`src/rtl/intdiv_pkg.sv`:
```
package intdiv_pkg;

    typedef enum logic [1:0] {
        DS_IDLE = 2'd0,
        DS_RUN  = 2'd1,
        DS_FIN  = 2'd2
    } div_state_e;

    typedef enum logic [1:0] {
        DK_OK   = 2'd0,
        DK_OVF  = 2'd1,
        DK_ZERO = 2'd2
    } div_kind_e;

    localparam logic [1:0] MODE_WORD = 2'b00;
    localparam logic [1:0] MODE_LONG = 2'b01;
    localparam logic [1:0] MODE_QUAD = 2'b10;

endpackage

```
`src/rtl/intdiv_prep.sv`:
```
// Operand conditioning: magnitudes, result signs, start-time checks and
// initial partial remainder / shift register for the restoring loop.
module intdiv_prep
    import intdiv_pkg::*;
#(
    parameter  int XLEN = 32,
    localparam int HALF = XLEN / 2,
    localparam int CW   = $clog2(XLEN) + 1
) (
    input  logic [1:0]      mode_i,
    input  logic            sgn_i,
    input  logic [XLEN-1:0] lo_i,
    input  logic [XLEN-1:0] hi_i,
    input  logic [XLEN-1:0] dvs_i,
    output logic [XLEN-1:0] dvs_mag_o,
    output logic [XLEN-1:0] p_init_o,
    output logic [XLEN-1:0] q_init_o,
    output logic [CW-1:0]   iters_o,
    output logic            neg_q_o,
    output logic            neg_r_o,
    output logic            zero_o,
    output logic            pre_ovf_o
);
    logic              is_word, is_quad, dvs_neg, dend_neg;
    logic [XLEN-1:0]   dvs_ext;
    logic [2*XLEN-1:0] dend, dend_mag;

    always_comb begin
        is_word   = (mode_i == MODE_WORD);
        is_quad   = (mode_i == MODE_QUAD);
        dvs_ext   = is_word ? {{(XLEN-HALF){sgn_i & dvs_i[HALF-1]}}, dvs_i[HALF-1:0]} : dvs_i;
        dvs_neg   = sgn_i & dvs_ext[XLEN-1];
        dvs_mag_o = dvs_neg ? (~dvs_ext + 1'b1) : dvs_ext;
        dend      = is_quad ? {hi_i, lo_i} : {{XLEN{sgn_i & lo_i[XLEN-1]}}, lo_i};
        dend_neg  = sgn_i & dend[2*XLEN-1];
        dend_mag  = dend_neg ? (~dend + 1'b1) : dend;
        if (is_word) begin
            p_init_o = {{(XLEN-HALF){1'b0}}, dend_mag[XLEN-1:HALF]};
            q_init_o = {dend_mag[HALF-1:0], {HALF{1'b0}}};
            iters_o  = CW'(HALF);
        end else if (is_quad) begin
            p_init_o = dend_mag[2*XLEN-1:XLEN];
            q_init_o = dend_mag[XLEN-1:0];
            iters_o  = CW'(XLEN);
        end else begin
            p_init_o = '0;
            q_init_o = dend_mag[XLEN-1:0];
            iters_o  = CW'(XLEN);
        end
        // Upper part not below divisor: quotient magnitude cannot fit
        pre_ovf_o = (p_init_o >= dvs_mag_o);
        zero_o    = (dvs_ext == '0);
        neg_q_o   = dend_neg ^ dvs_neg;
        neg_r_o   = dend_neg;
    end

endmodule

```
`src/rtl/intdiv_step.sv`:
```
// One restoring-division iteration: shift in a dividend bit, trial subtract.
module intdiv_step #(
    parameter int XLEN = 32
) (
    input  logic [XLEN-1:0] p_i,
    input  logic [XLEN-1:0] q_i,
    input  logic [XLEN-1:0] dvs_i,
    output logic [XLEN-1:0] p_o,
    output logic [XLEN-1:0] q_o
);
    logic [XLEN:0] trial, diff;
    logic          fits;

    always_comb begin
        trial = {p_i, q_i[XLEN-1]};
        diff  = trial - {1'b0, dvs_i};
        fits  = (trial >= {1'b0, dvs_i});
        p_o   = fits ? diff[XLEN-1:0] : trial[XLEN-1:0];
        q_o   = {q_i[XLEN-2:0], fits};
    end

endmodule

```
`src/rtl/intdiv_unit.sv`:
```
module intdiv_unit
    import intdiv_pkg::*;
#(
    parameter int XLEN = 32
) (
    input  logic            clk_i,
    input  logic            rst_ni,
    input  logic            start_i,
    input  logic [1:0]      mode_i,
    input  logic            sgn_i,
    input  logic [XLEN-1:0] quo_reg_i,
    input  logic [XLEN-1:0] rem_reg_i,
    input  logic [XLEN-1:0] divisor_i,
    input  logic            same_dst_i,
    input  logic            n_prev_i,
    output logic            busy_o,
    output logic            valid_o,
    output logic            div0_o,
    output logic            wr_quo_o,
    output logic            wr_rem_o,
    output logic [XLEN-1:0] quo_data_o,
    output logic [XLEN-1:0] rem_data_o,
    output logic            flag_n_o,
    output logic            flag_z_o,
    output logic            flag_v_o,
    output logic            flag_c_o
);
    localparam int HALF = XLEN / 2;
    localparam int CW   = $clog2(XLEN) + 1;

    typedef struct packed {
        div_state_e      st;
        logic [CW-1:0]   cnt;
        logic [XLEN-1:0] p;
        logic [XLEN-1:0] q;
        logic [XLEN-1:0] dvs;
        logic            word;
        logic            sgn;
        logic            neg_q;
        logic            neg_r;
        logic            same;
        logic            n_prev;
        div_kind_e       kind;
        logic            valid;
        logic            div0;
        logic            wr_q;
        logic            wr_r;
        logic [XLEN-1:0] res_q;
        logic [XLEN-1:0] res_r;
        logic            fn;
        logic            fz;
        logic            fv;
    } div_regs_t;

    div_regs_t r_d, r_q;

    logic [XLEN-1:0] prep_dvs, prep_p, prep_q, step_p, step_q;
    logic [CW-1:0]   prep_iters;
    logic            prep_negq, prep_negr, prep_zero, prep_ovf;
    logic [XLEN-1:0] qmag, qsgn, rsgn, lim;
    logic            post_ovf;

    intdiv_prep #(.XLEN(XLEN)) u_prep (
        .mode_i    (mode_i),
        .sgn_i     (sgn_i),
        .lo_i      (quo_reg_i),
        .hi_i      (rem_reg_i),
        .dvs_i     (divisor_i),
        .dvs_mag_o (prep_dvs),
        .p_init_o  (prep_p),
        .q_init_o  (prep_q),
        .iters_o   (prep_iters),
        .neg_q_o   (prep_negq),
        .neg_r_o   (prep_negr),
        .zero_o    (prep_zero),
        .pre_ovf_o (prep_ovf)
    );

    intdiv_step #(.XLEN(XLEN)) u_step (
        .p_i   (r_q.p),
        .q_i   (r_q.q),
        .dvs_i (r_q.dvs),
        .p_o   (step_p),
        .q_o   (step_q)
    );

    always_comb begin
        qmag     = r_q.word ? {{(XLEN-HALF){1'b0}}, r_q.q[HALF-1:0]} : r_q.q;
        qsgn     = r_q.neg_q ? (~qmag + 1'b1) : qmag;
        rsgn     = r_q.neg_r ? (~r_q.p + 1'b1) : r_q.p;
        lim      = r_q.word ? (XLEN'(1) << (HALF-1)) : (XLEN'(1) << (XLEN-1));
        post_ovf = r_q.sgn & (r_q.neg_q ? (qmag > lim) : (qmag >= lim));

        r_d       = r_q;
        r_d.valid = 1'b0;
        r_d.div0  = 1'b0;
        r_d.wr_q  = 1'b0;
        r_d.wr_r  = 1'b0;
        unique case (r_q.st)
            DS_IDLE: begin
                if (start_i) begin
                    r_d.p      = prep_p;
                    r_d.q      = prep_q;
                    r_d.dvs    = prep_dvs;
                    r_d.cnt    = prep_iters;
                    r_d.word   = (mode_i == MODE_WORD);
                    r_d.sgn    = sgn_i;
                    r_d.neg_q  = prep_negq;
                    r_d.neg_r  = prep_negr;
                    r_d.same   = same_dst_i;
                    r_d.n_prev = n_prev_i;
                    if (prep_zero) begin
                        r_d.kind = DK_ZERO;
                        r_d.st   = DS_FIN;
                    end else if (prep_ovf) begin
                        r_d.kind = DK_OVF;
                        r_d.st   = DS_FIN;
                    end else begin
                        r_d.kind = DK_OK;
                        r_d.st   = DS_RUN;
                    end
                end
            end
            DS_RUN: begin
                r_d.p   = step_p;
                r_d.q   = step_q;
                r_d.cnt = r_q.cnt - 1'b1;
                if (r_q.cnt == CW'(1)) r_d.st = DS_FIN;
            end
            DS_FIN: begin
                r_d.st    = DS_IDLE;
                r_d.valid = 1'b1;
                if (r_q.kind == DK_ZERO || r_q.kind == DK_OVF || post_ovf) begin
                    r_d.div0  = (r_q.kind == DK_ZERO);
                    r_d.fv    = (r_q.kind != DK_ZERO);
                    r_d.fn    = r_q.n_prev;
                    r_d.fz    = 1'b0;
                    r_d.res_q = '0;
                    r_d.res_r = '0;
                end else if (r_q.word) begin
                    r_d.res_q = {rsgn[HALF-1:0], qsgn[HALF-1:0]};
                    r_d.res_r = '0;
                    r_d.fn    = qsgn[HALF-1];
                    r_d.fz    = (qsgn[HALF-1:0] == '0);
                    r_d.fv    = 1'b0;
                    r_d.wr_q  = 1'b1;
                end else begin
                    r_d.res_q = qsgn;
                    r_d.res_r = rsgn;
                    r_d.fn    = qsgn[XLEN-1];
                    r_d.fz    = (qsgn == '0);
                    r_d.fv    = 1'b0;
                    r_d.wr_q  = 1'b1;
                    r_d.wr_r  = !r_q.same;
                end
            end
            default: r_d.st = DS_IDLE;
        endcase
    end

    always_ff @(posedge clk_i or negedge rst_ni) begin
        if (!rst_ni) r_q <= '0;
        else         r_q <= r_d;
    end

    assign busy_o     = (r_q.st != DS_IDLE);
    assign valid_o    = r_q.valid;
    assign div0_o     = r_q.div0;
    assign wr_quo_o   = r_q.wr_q;
    assign wr_rem_o   = r_q.wr_r;
    assign quo_data_o = r_q.res_q;
    assign rem_data_o = r_q.res_r;
    assign flag_n_o   = r_q.fn;
    assign flag_z_o   = r_q.fz;
    assign flag_v_o   = r_q.fv;
    assign flag_c_o   = 1'b0;

    a_r6_div0_quiet: assert property (@(posedge clk_i) disable iff (!rst_ni)
        div0_o |-> (valid_o && !wr_quo_o && !wr_rem_o && !flag_v_o))
        else $error("div0 strobe with a write or without valid");

    a_r5_ovf_no_write: assert property (@(posedge clk_i) disable iff (!rst_ni)
        (valid_o && flag_v_o) |-> (!wr_quo_o && !wr_rem_o && !flag_z_o))
        else $error("overflow result wrote a register");

    a_r9_quotient_wins: assert property (@(posedge clk_i) disable iff (!rst_ni)
        wr_rem_o |-> wr_quo_o)
        else $error("remainder written without quotient");

    a_r12_valid_pulse: assert property (@(posedge clk_i) disable iff (!rst_ni)
        valid_o |=> !valid_o)
        else $error("valid held longer than one cycle");

    a_r11_idle_at_valid: assert property (@(posedge clk_i) disable iff (!rst_ni)
        valid_o |-> !busy_o)
        else $error("busy still high with valid");

    a_r11_run_holds_busy: assert property (@(posedge clk_i) disable iff (!rst_ni)
        (busy_o && !valid_o && r_q.st == DS_RUN) |=> (busy_o || valid_o))
        else $error("iteration dropped busy without result");

endmodule

```
`config.mk`:
```
export PLATFORM = sky130hd
export DESIGN_NAME = intdiv_unit
export DESIGN_NICKNAME = d
export VERILOG_FILES = /design/src/rtl/intdiv_pkg.sv /design/src/rtl/intdiv_prep.sv /design/src/rtl/intdiv_step.sv /design/src/rtl/intdiv_unit.sv
export SDC_FILE = /design/constraint.sdc
export NUM_CORES = 1
export LEC_CHECK = 0
export BUFFER_PORTS_ARGS = -buffer_cell sky130_fd_sc_hd__clkbuf_2
export CORE_MARGIN = 2
export CORE_UTILIZATION = 35
export CTS_CLUSTER_DIAMETER = 60
export DETAILED_ROUTE_END_ITERATION = 7
export SLEW_MARGIN = 30
export SYNTH_ARGS = -nofsm -noshare
export SYNTH_HDL_FRONTEND = slang
export SYNTH_HIERARCHICAL = 1
export SYNTH_SLANG_ARGS = --single-unit
```
`constraint.sdc`:
```
create_clock -name clk_i -period 3.7 [get_ports clk_i]
set_input_delay 0.74 -clock clk_i [delete_from_list [all_inputs] [get_ports clk_i]]
set_output_delay 0.74 -clock clk_i [all_outputs]
set_load 0.01 [all_outputs]
```
==> results of run 1 <==
-- worst max-delay path, stage by stage --
cell and delay (ns):
clkbuf_2 0.11, nor4_4 0.29, buf_4 0.20, nand4_4 0.09, buf_6 0.14, buf_4 0.13, o31ai_1 0.26, xnor2_1 0.28
nor2_1 0.12, a211oi_1 0.33, buf_4 0.18, ha_1 0.23, nand4_1 0.12, o41ai_2 0.12, o311ai_4 0.33, nand3_4 0.12
buf_4 0.15, nand3b_1 0.07, o21ai_1 0.07
-- cells in the mapped netlist (13+ instances only) --
library cell  instances
nand2_1             335
dfrtp_1             183
nor2_1              151
o21ai_0             136
clkbuf_1            110
buf_4               103
a21oi_1             100
inv_1                87
xnor2_1              83
xor2_1               79
a22oi_1              72
ha_1                 72
o31ai_1              49
nor3_1               41
nor4_1               32
nand4_1              28
o41ai_1              28
nand3_1              27
a21o_1               26
a31oi_1              24
mux2i_1              24
nor2b_1              23
o21ai_1              23
mux2_2               21
a211oi_1             16
or4_1                16
buf_2                15
nand2b_1             15
o211ai_1             15
or3_1                14
or2_2                13
-- metrics by stage --
stage	cells	worst slack [ns]	utilization (%)
floorplan	2189	-0.0557	-
global placement	3101	-0.649	41.7
detailed placement	3101	-0.764	41.7
CTS	3158	-0.0221	44.0
global route	3168	-0.209	44.4
finish	3168	-0.0515	44.4
-- routing by layer --
metal	vias to the layer above	routed length [µm]	share of wire [%]
met5	-	0	0
met4	0	1200	2.0
met3	56	2900	4.9
met2	505	26800	45
met1	8189	28500	48
li1	8418	-	-
-- repair_timing --
item / 4_1_cts / 5_1_grt
gates resized for setup: 55 / 28
setup buffers: 26 / 10
endpoints found under the setup margin: 3 / 26
pin swaps: 45 / 25
-- cell type report --
type / count / area, µm²
clock buffers: 18 / 429
clock inverters: 14 / 188
fillers: 4947 / 27000
inverters: 90 / 338
multi-input cells: 1671 / 11300
flip-flops and latches: 183 / 4580
well taps: 622 / 778
repair buffers: 570 / 3990
-- flip-flops by register name (all words and copies together) (netlist names) --
name        count
r_q           112
flag_n_o        1
valid_o         1
div0_o          1
rem_data_o     32
wr_rem_o        1
quo_data_o     32
flag_z_o        1
flag_v_o        1
wr_quo_o        1
-- worst max-delay path by stage --
stage	from	end	cells past startpoint
after floorplan	quo_reg_i[3]	r_q[181]	17
after global placement	quo_reg_i[12]	r_q[181]	20
after CTS	divisor_i[12]	r_q[181]	16
final	quo_reg_i[8]	r_q[71]	19
after global routing	quo_reg_i[11]	r_q[181]	19
after detailed placement	quo_reg_i[12]	r_q[181]	20
-- kinds of logic (layout without fill, tap and decap cells) --
kind of cell / count (synthesis) / after routing
compound gates: 599 / 599
xor+xnor: 162 / 162
simple gates: 778 / 778
other cells: 2 / 5
fa+ha+maj: 73 / 73
buf+inv: 335 / 692
mux: 54 / 54
flops: 183 / 183
-- placed cells by master, fill, tap and decap left out, types with 17 or more instances in the layout --
master     Yosys  routed
buf_4        103     381
nand2_1      335     334
dfrtp_1      183     181
clkbuf_2       0     171
nor2_1       151     143
o21ai_0      136     128
a21oi_1      100      93
inv_1         87      86
xnor2_1       83      81
xor2_1        79      77
a22oi_1       72      72
ha_1          72      67
o31ai_1       49      47
nor3_1        41      37
o21ai_1       23      29
nor4_1        32      28
nand4_1       28      28
a21o_1        26      26
nand3_1       27      26
o41ai_1       28      25
mux2i_1       24      23
nor2b_1       23      22
mux2_2        21      21
a31oi_1       24      20
clkbuf_16      0      17
-- power breakdown --
part / switching [mW] / internal (mW)
registers: 0.875 / 2.86
clock network: 0.877 / 1.08
logic: 6.09 / 5.02
==> results.sh, run 1 <==
export IMPL_setup_slack_ns=-0.0515
export IMPL_clock_sinks=183
export IMPL_grt_pass1_vias=16800
export IMPL_dominantRegCellSynth="dfrtp_1"
export IMPL_critical_path_reg2reg_endpoint="r_q[158]"
export IMPL_synth_yosys_seq_area_share_pct=26.8
export IMPL_netlist_area_um2=17100
export IMPL_finClkSkew_ns=0.00977
export IMPL_synth_xor_xnor_area_share_pct=8.29
export IMPL_post_synth_and_or_nand_nor_area_fraction_pct=22.5
export IMPL_grt_max_degree=75
export IMPL_flow_area_growth_from_synthesis_pct=26.3
export IMPL_cts_tree="done"
export IMPL_synth_compound_area_share_pct=23.5
export IMPL_endpoint_kind="flop"
export IMPL_grt_antenna_before_repair=0
export IMPL_gr_usage_met2_pct=37.1
export IMPL_netlist_instances=2186
export IMPL_num_antenna_cells=0
export IMPL_hold_slack_ns=0.274
export IMPL_drc_errors=0
export IMPL_reg2reg_depth=14
export IMPL_global_route_overflow_total=0
export IMPL_rows=81
export IMPL_cp_max_fo=6
export IMPL_fin_nets=2710
export IMPL_root_buffer="clkbuf_16"
export IMPL_power_per_cell_area_nw_per_um2=777
export IMPL_setup_slack_on_the_worst_flop_to_flop_path_ns=0.30
export IMPL_detailedPlacementHpwl_um=47300
export IMPL_synth_area_per_cell_um2=7.83
export IMPL_clock_network_latency_to_the_later_pin_of_the_worst_skew_pair_ns=0.46
export IMPL_data_arrival_time_at_the_worst_slack_endpoint_ns=4.08
export IMPL_post_synth_top_area_cell="dfrtp_1"
export IMPL_period_needed_ns=3.75
export IMPL_grt_pass1_wl_um=93500
export IMPL_failing_checks="negative setup slack"
export IMPL_portBuffers=175
export IMPL_final_layout_size_suffix_gt1_share_pct=29.5
export IMPL_rsz0062_at_grt="yes"
export IMPL_fin_total_pwr_mw=16.8
export IMPL_groute_layer_met1_usage_pct=33.2
export IMPL_worst_setup_start_kind="input pin"
export IMPL_fin_crit_sh_pct=101
export IMPL_ant_nets=0
export IMPL_hold_path_class="in2async"
export IMPL_core_region_area_um2=48600
export IMPL_run_status="finished, violations left"
export IMPL_fmax_ghz=0.267
export IMPL_critical_path_reg2reg_startpoint="r_q[89]"
export IMPL_synth_lib_cells_used_distinct=98
export IMPL_post_synth_fa_ha_maj_area_fraction_pct=5.38
export IMPL_synth_top_cell_area_share_pct=26.8
export IMPL_count_of_pins_on_the_block_boundary=177
export IMPL_cts_hold_fix_buffers=0
export IMPL_setup_viol=2
export IMPL_drt_pre_antenna_iters=5
export IMPL_ys_ff_latch=183
export IMPL_critical_path_start_end_classification="in2reg"
export IMPL_detailedRoute_firstIterationViolations=1409
export IMPL_cts_buffers=17
export IMPL_met3_usage_pct=2.59
export IMPL_finish_instance_area_um2=21600
export IMPL_placement_cell_area_um2=20300
export IMPL_async_reset_ff_share_pct=100
export IMPL_routed_via_count=17200
export IMPL_main_combinational_cell_family_by_area_after_synthesis="compound AO/OA/AOI/OAI gates"
export IMPL_height_of_the_die_um=225
export IMPL_viasPerCell=5.42
export IMPL_post_drt_wl_per_cell_um=18.7
export IMPL_worst_slew_margin_rel_pct=49.1
export IMPL_hold_violations=0
export IMPL_worst_ep_required_time_ns=4.03
export IMPL_yosys_warnings=6
export IMPL_die_width_um=225
export IMPL_initial_utilization_pct=35.2
export IMPL_clock_tree_buffer_depth=2
export IMPL_wl_um=59400
export IMPL_h_tree_depth=4
export IMPL_slew_violations=0
export IMPL_netlist_top_cells_area="dfrtp_1 (27%), nand2_1 (7.3%), ha_1 (5.3%)"
export IMPL_power_leakage_nw=9.88
export IMPL_max_cap_violations=0
export IMPL_ir_worst_vdd_mv=0.360
export IMPL_routabilityCongestion=0.958
export IMPL_setup_tns_final_ns=-0.102
export IMPL_yosys_mux_area_fraction_pct=3.58
export IMPL_fp_dieArea_um2=50700
export IMPL_clkTransAtPathRegs_ns=0.07
export IMPL_number_of_flops_mapped_to_enable_cells_by_yosys=0
export IMPL_gr_usage_all_layers_pct=23.2
export IMPL_busiest_layer="met2"
export IMPL_worst_pin_slew_ns=0.763
Note: power is estimated with default switching activity, not from simulation.
==> inputs of run 2 (changes only) <==
Settings changed: SKIP_CTS_REPAIR_TIMING set to 1.
Clock period 3.7 ns to 4.5 ns, I/O delays scaled along.
==> results.sh, run 2 (synthesis gave the netlist of run 1 again) <==
export IMPL_clock_sinks=183
export IMPL_layout_common_cells="nand2_1 (335), buf_4 (185), dfrtp_1 (181), clkbuf_2 (174), nor2_1 (150)"
export IMPL_hold_slack_ns=0.434
export IMPL_ant_nets=0
export IMPL_routabilityCongestion=0.914
export IMPL_num_antenna_cells=0
export IMPL_clock_power_share_pct=11.7
export IMPL_max_cap_violations=0
export IMPL_setup_tns_final_ns=0
export IMPL_worst_setup_start_kind="input pin"
export IMPL_fp_dieArea_um2=50700
export IMPL_number_of_flip_flops_in_the_largest_register=112
export IMPL_global_route_overflow_total=0
export IMPL_hold_path_class="reg2reg"
export IMPL_wl_um=57200
export IMPL_fmax_ghz=0.242
export IMPL_detailedRoute_firstIterationViolations=1251
export IMPL_grt_antenna_before_repair=2
export IMPL_fin_crit_sh_pct=92.0
export IMPL_rows=81
export IMPL_rsz0062_at_grt="no"
export IMPL_finClkSkew_ns=0.0136
export IMPL_hold_violations=0
export IMPL_portBuffers=175
export IMPL_share_comb_of_total_power_pct=62.7
export IMPL_cp_max_fo=7
export IMPL_count_of_pins_on_the_block_boundary=177
export IMPL_most_common_cell_after_layout_fill_and_taps_aside="nand2_1"
export IMPL_period_needed_ns=4.14
export IMPL_initial_utilization_pct=35.2
export IMPL_gr_usage_all_layers_pct=22.4
export IMPL_seq_power_share_pct=25.6
export IMPL_cts_buffers=17
export IMPL_endpoint_kind="flop"
export IMPL_root_buffer="clkbuf_16"
export IMPL_worst_ep_required_time_ns=4.88
export IMPL_fin_nets=2505
export IMPL_clkTransAtPathRegs_ns=0.07
export IMPL_final_layout_size_suffix_gt1_share_pct=20.9
export IMPL_grt_max_degree=81
export IMPL_ir_worst_vdd_mv=0.389
export IMPL_viasPerCell=5.61
export IMPL_worst_pin_slew_ns=0.914
export IMPL_routed_via_count=16600
export IMPL_setup_viol=0
export IMPL_drc_errors=0
export IMPL_height_of_the_die_um=225
export IMPL_internal_power_component_mw=6.84
export IMPL_clock_tree_buffer_depth=2
export IMPL_grt_pass1_vias=16000
export IMPL_die_width_um=225
export IMPL_h_tree_depth=4
export IMPL_detailedPlacementHpwl_um=45300
export IMPL_post_drt_wl_per_cell_um=19.3
export IMPL_critical_path_start_end_classification="in2reg"
export IMPL_drt_pre_antenna_iters=6
export IMPL_data_arrival_time_at_the_worst_slack_endpoint_ns=4.52
export IMPL_power_leakage_nw=8.73
export IMPL_max_flop_register="r_q"
export IMPL_power_share_switching_pct=48.1
export IMPL_clock_network_latency_to_the_later_pin_of_the_worst_skew_pair_ns=0.46
export IMPL_cts_tree="done"
export IMPL_switching_power_of_the_nets_mw=6.34
export IMPL_slew_violations=0
export IMPL_worst_slew_margin_rel_pct=39.0
export IMPL_grt_pass1_wl_um=90400
export IMPL_flow_area_growth_from_synthesis_pct=14.4
export IMPL_core_region_area_um2=48600
export IMPL_run_status="finished clean"
export IMPL_power_per_cell_area_nw_per_um2=673
[run 2: power groups by stage]
stage	combinational, mW	sequential (mW)	clock (mW)
final	8.26	3.38	1.54
after CTS	8.19	3.36	1.58
after detailed placement	8.13	3.40	0
after global placement	8.02	3.36	0
after global routing	9.14	3.52	1.64
after floorplan	6.87	2.84	0
[run 2: cell type report]
type,instances,area [µm²]
fill,5066,29100
multi-input combinational,1671,10900
sequential,183,4580
timing repair buffer,365,2370
tap,622,778
clock buffer,17,425
inverter,90,338
clock inverter,15,183
[run 2: critical path: stages]
cell and delay (ns):
clkbuf_2 0.09, nor4_1 0.33, buf_4 0.17, nand4_2 0.13, nor4_1 0.30, buf_4 0.19
buf_4 0.15, a31oi_1 0.11, xnor2_1 0.14, nor2_1 0.29, ha_1 0.33, a21oi_1 0.16
nor2b_1 0.06, o21ai_0 0.15, a21oi_1 0.09, o31ai_1 0.25, buf_4 0.17, nand3_1 0.12
nor3_1 0.20, a21oi_1 0.07, nor2_1 0.12
[run 2: metrics by stage]
stage / instances / setup WS [ns] / instance area [µm²] / utilization, % / power, mW
2_1_floorplan: 2189 / 0.354 / 17100 / - / 9.72
3_3_place_gp: 2930 / -0.0464 / 18900 / 38.9 / 11.4
3_5_place_dp: 2930 / -0.120 / 18900 / 38.9 / 11.5
4_1_cts: 2962 / 0.350 / 19500 / 40.2 / 13.1
5_1_grt: 2963 / 0.0557 / 19600 / 40.2 / 14.3
6_report: 2963 / 0.360 / 19600 / 40.2 / 13.2
[run 2: path summary, 6_finish.rpt]
kind                            cells past startpoint       endpoint           from  slack [ns]
worst max-delay path                               21       r_q[181]  quo_reg_i[20]        0.36
worst min-delay path                                1       wr_rem_o        r_q[74]        0.43
worst max register to register                      9       flag_z_o       r_q[111]        0.79
worst min register to register                      1       wr_rem_o        r_q[74]        0.43
max in group asynchronous                           2  quo_data_o[8]         rst_ni        3.16
min in group asynchronous                           1       r_q[107]         rst_ni        0.46
[run 2: per-layer routing]
layer / routed length (µm) / vias up / GRT usage (%)
met2: 25500 / 590 / 35.3
met5: 19 / - / 0
met3: 3250 / 69 / 2.69
met1: 27200 / 7944 / 32.2
met4: 1230 / 4 / 6.39
li1: - / 8022 / -
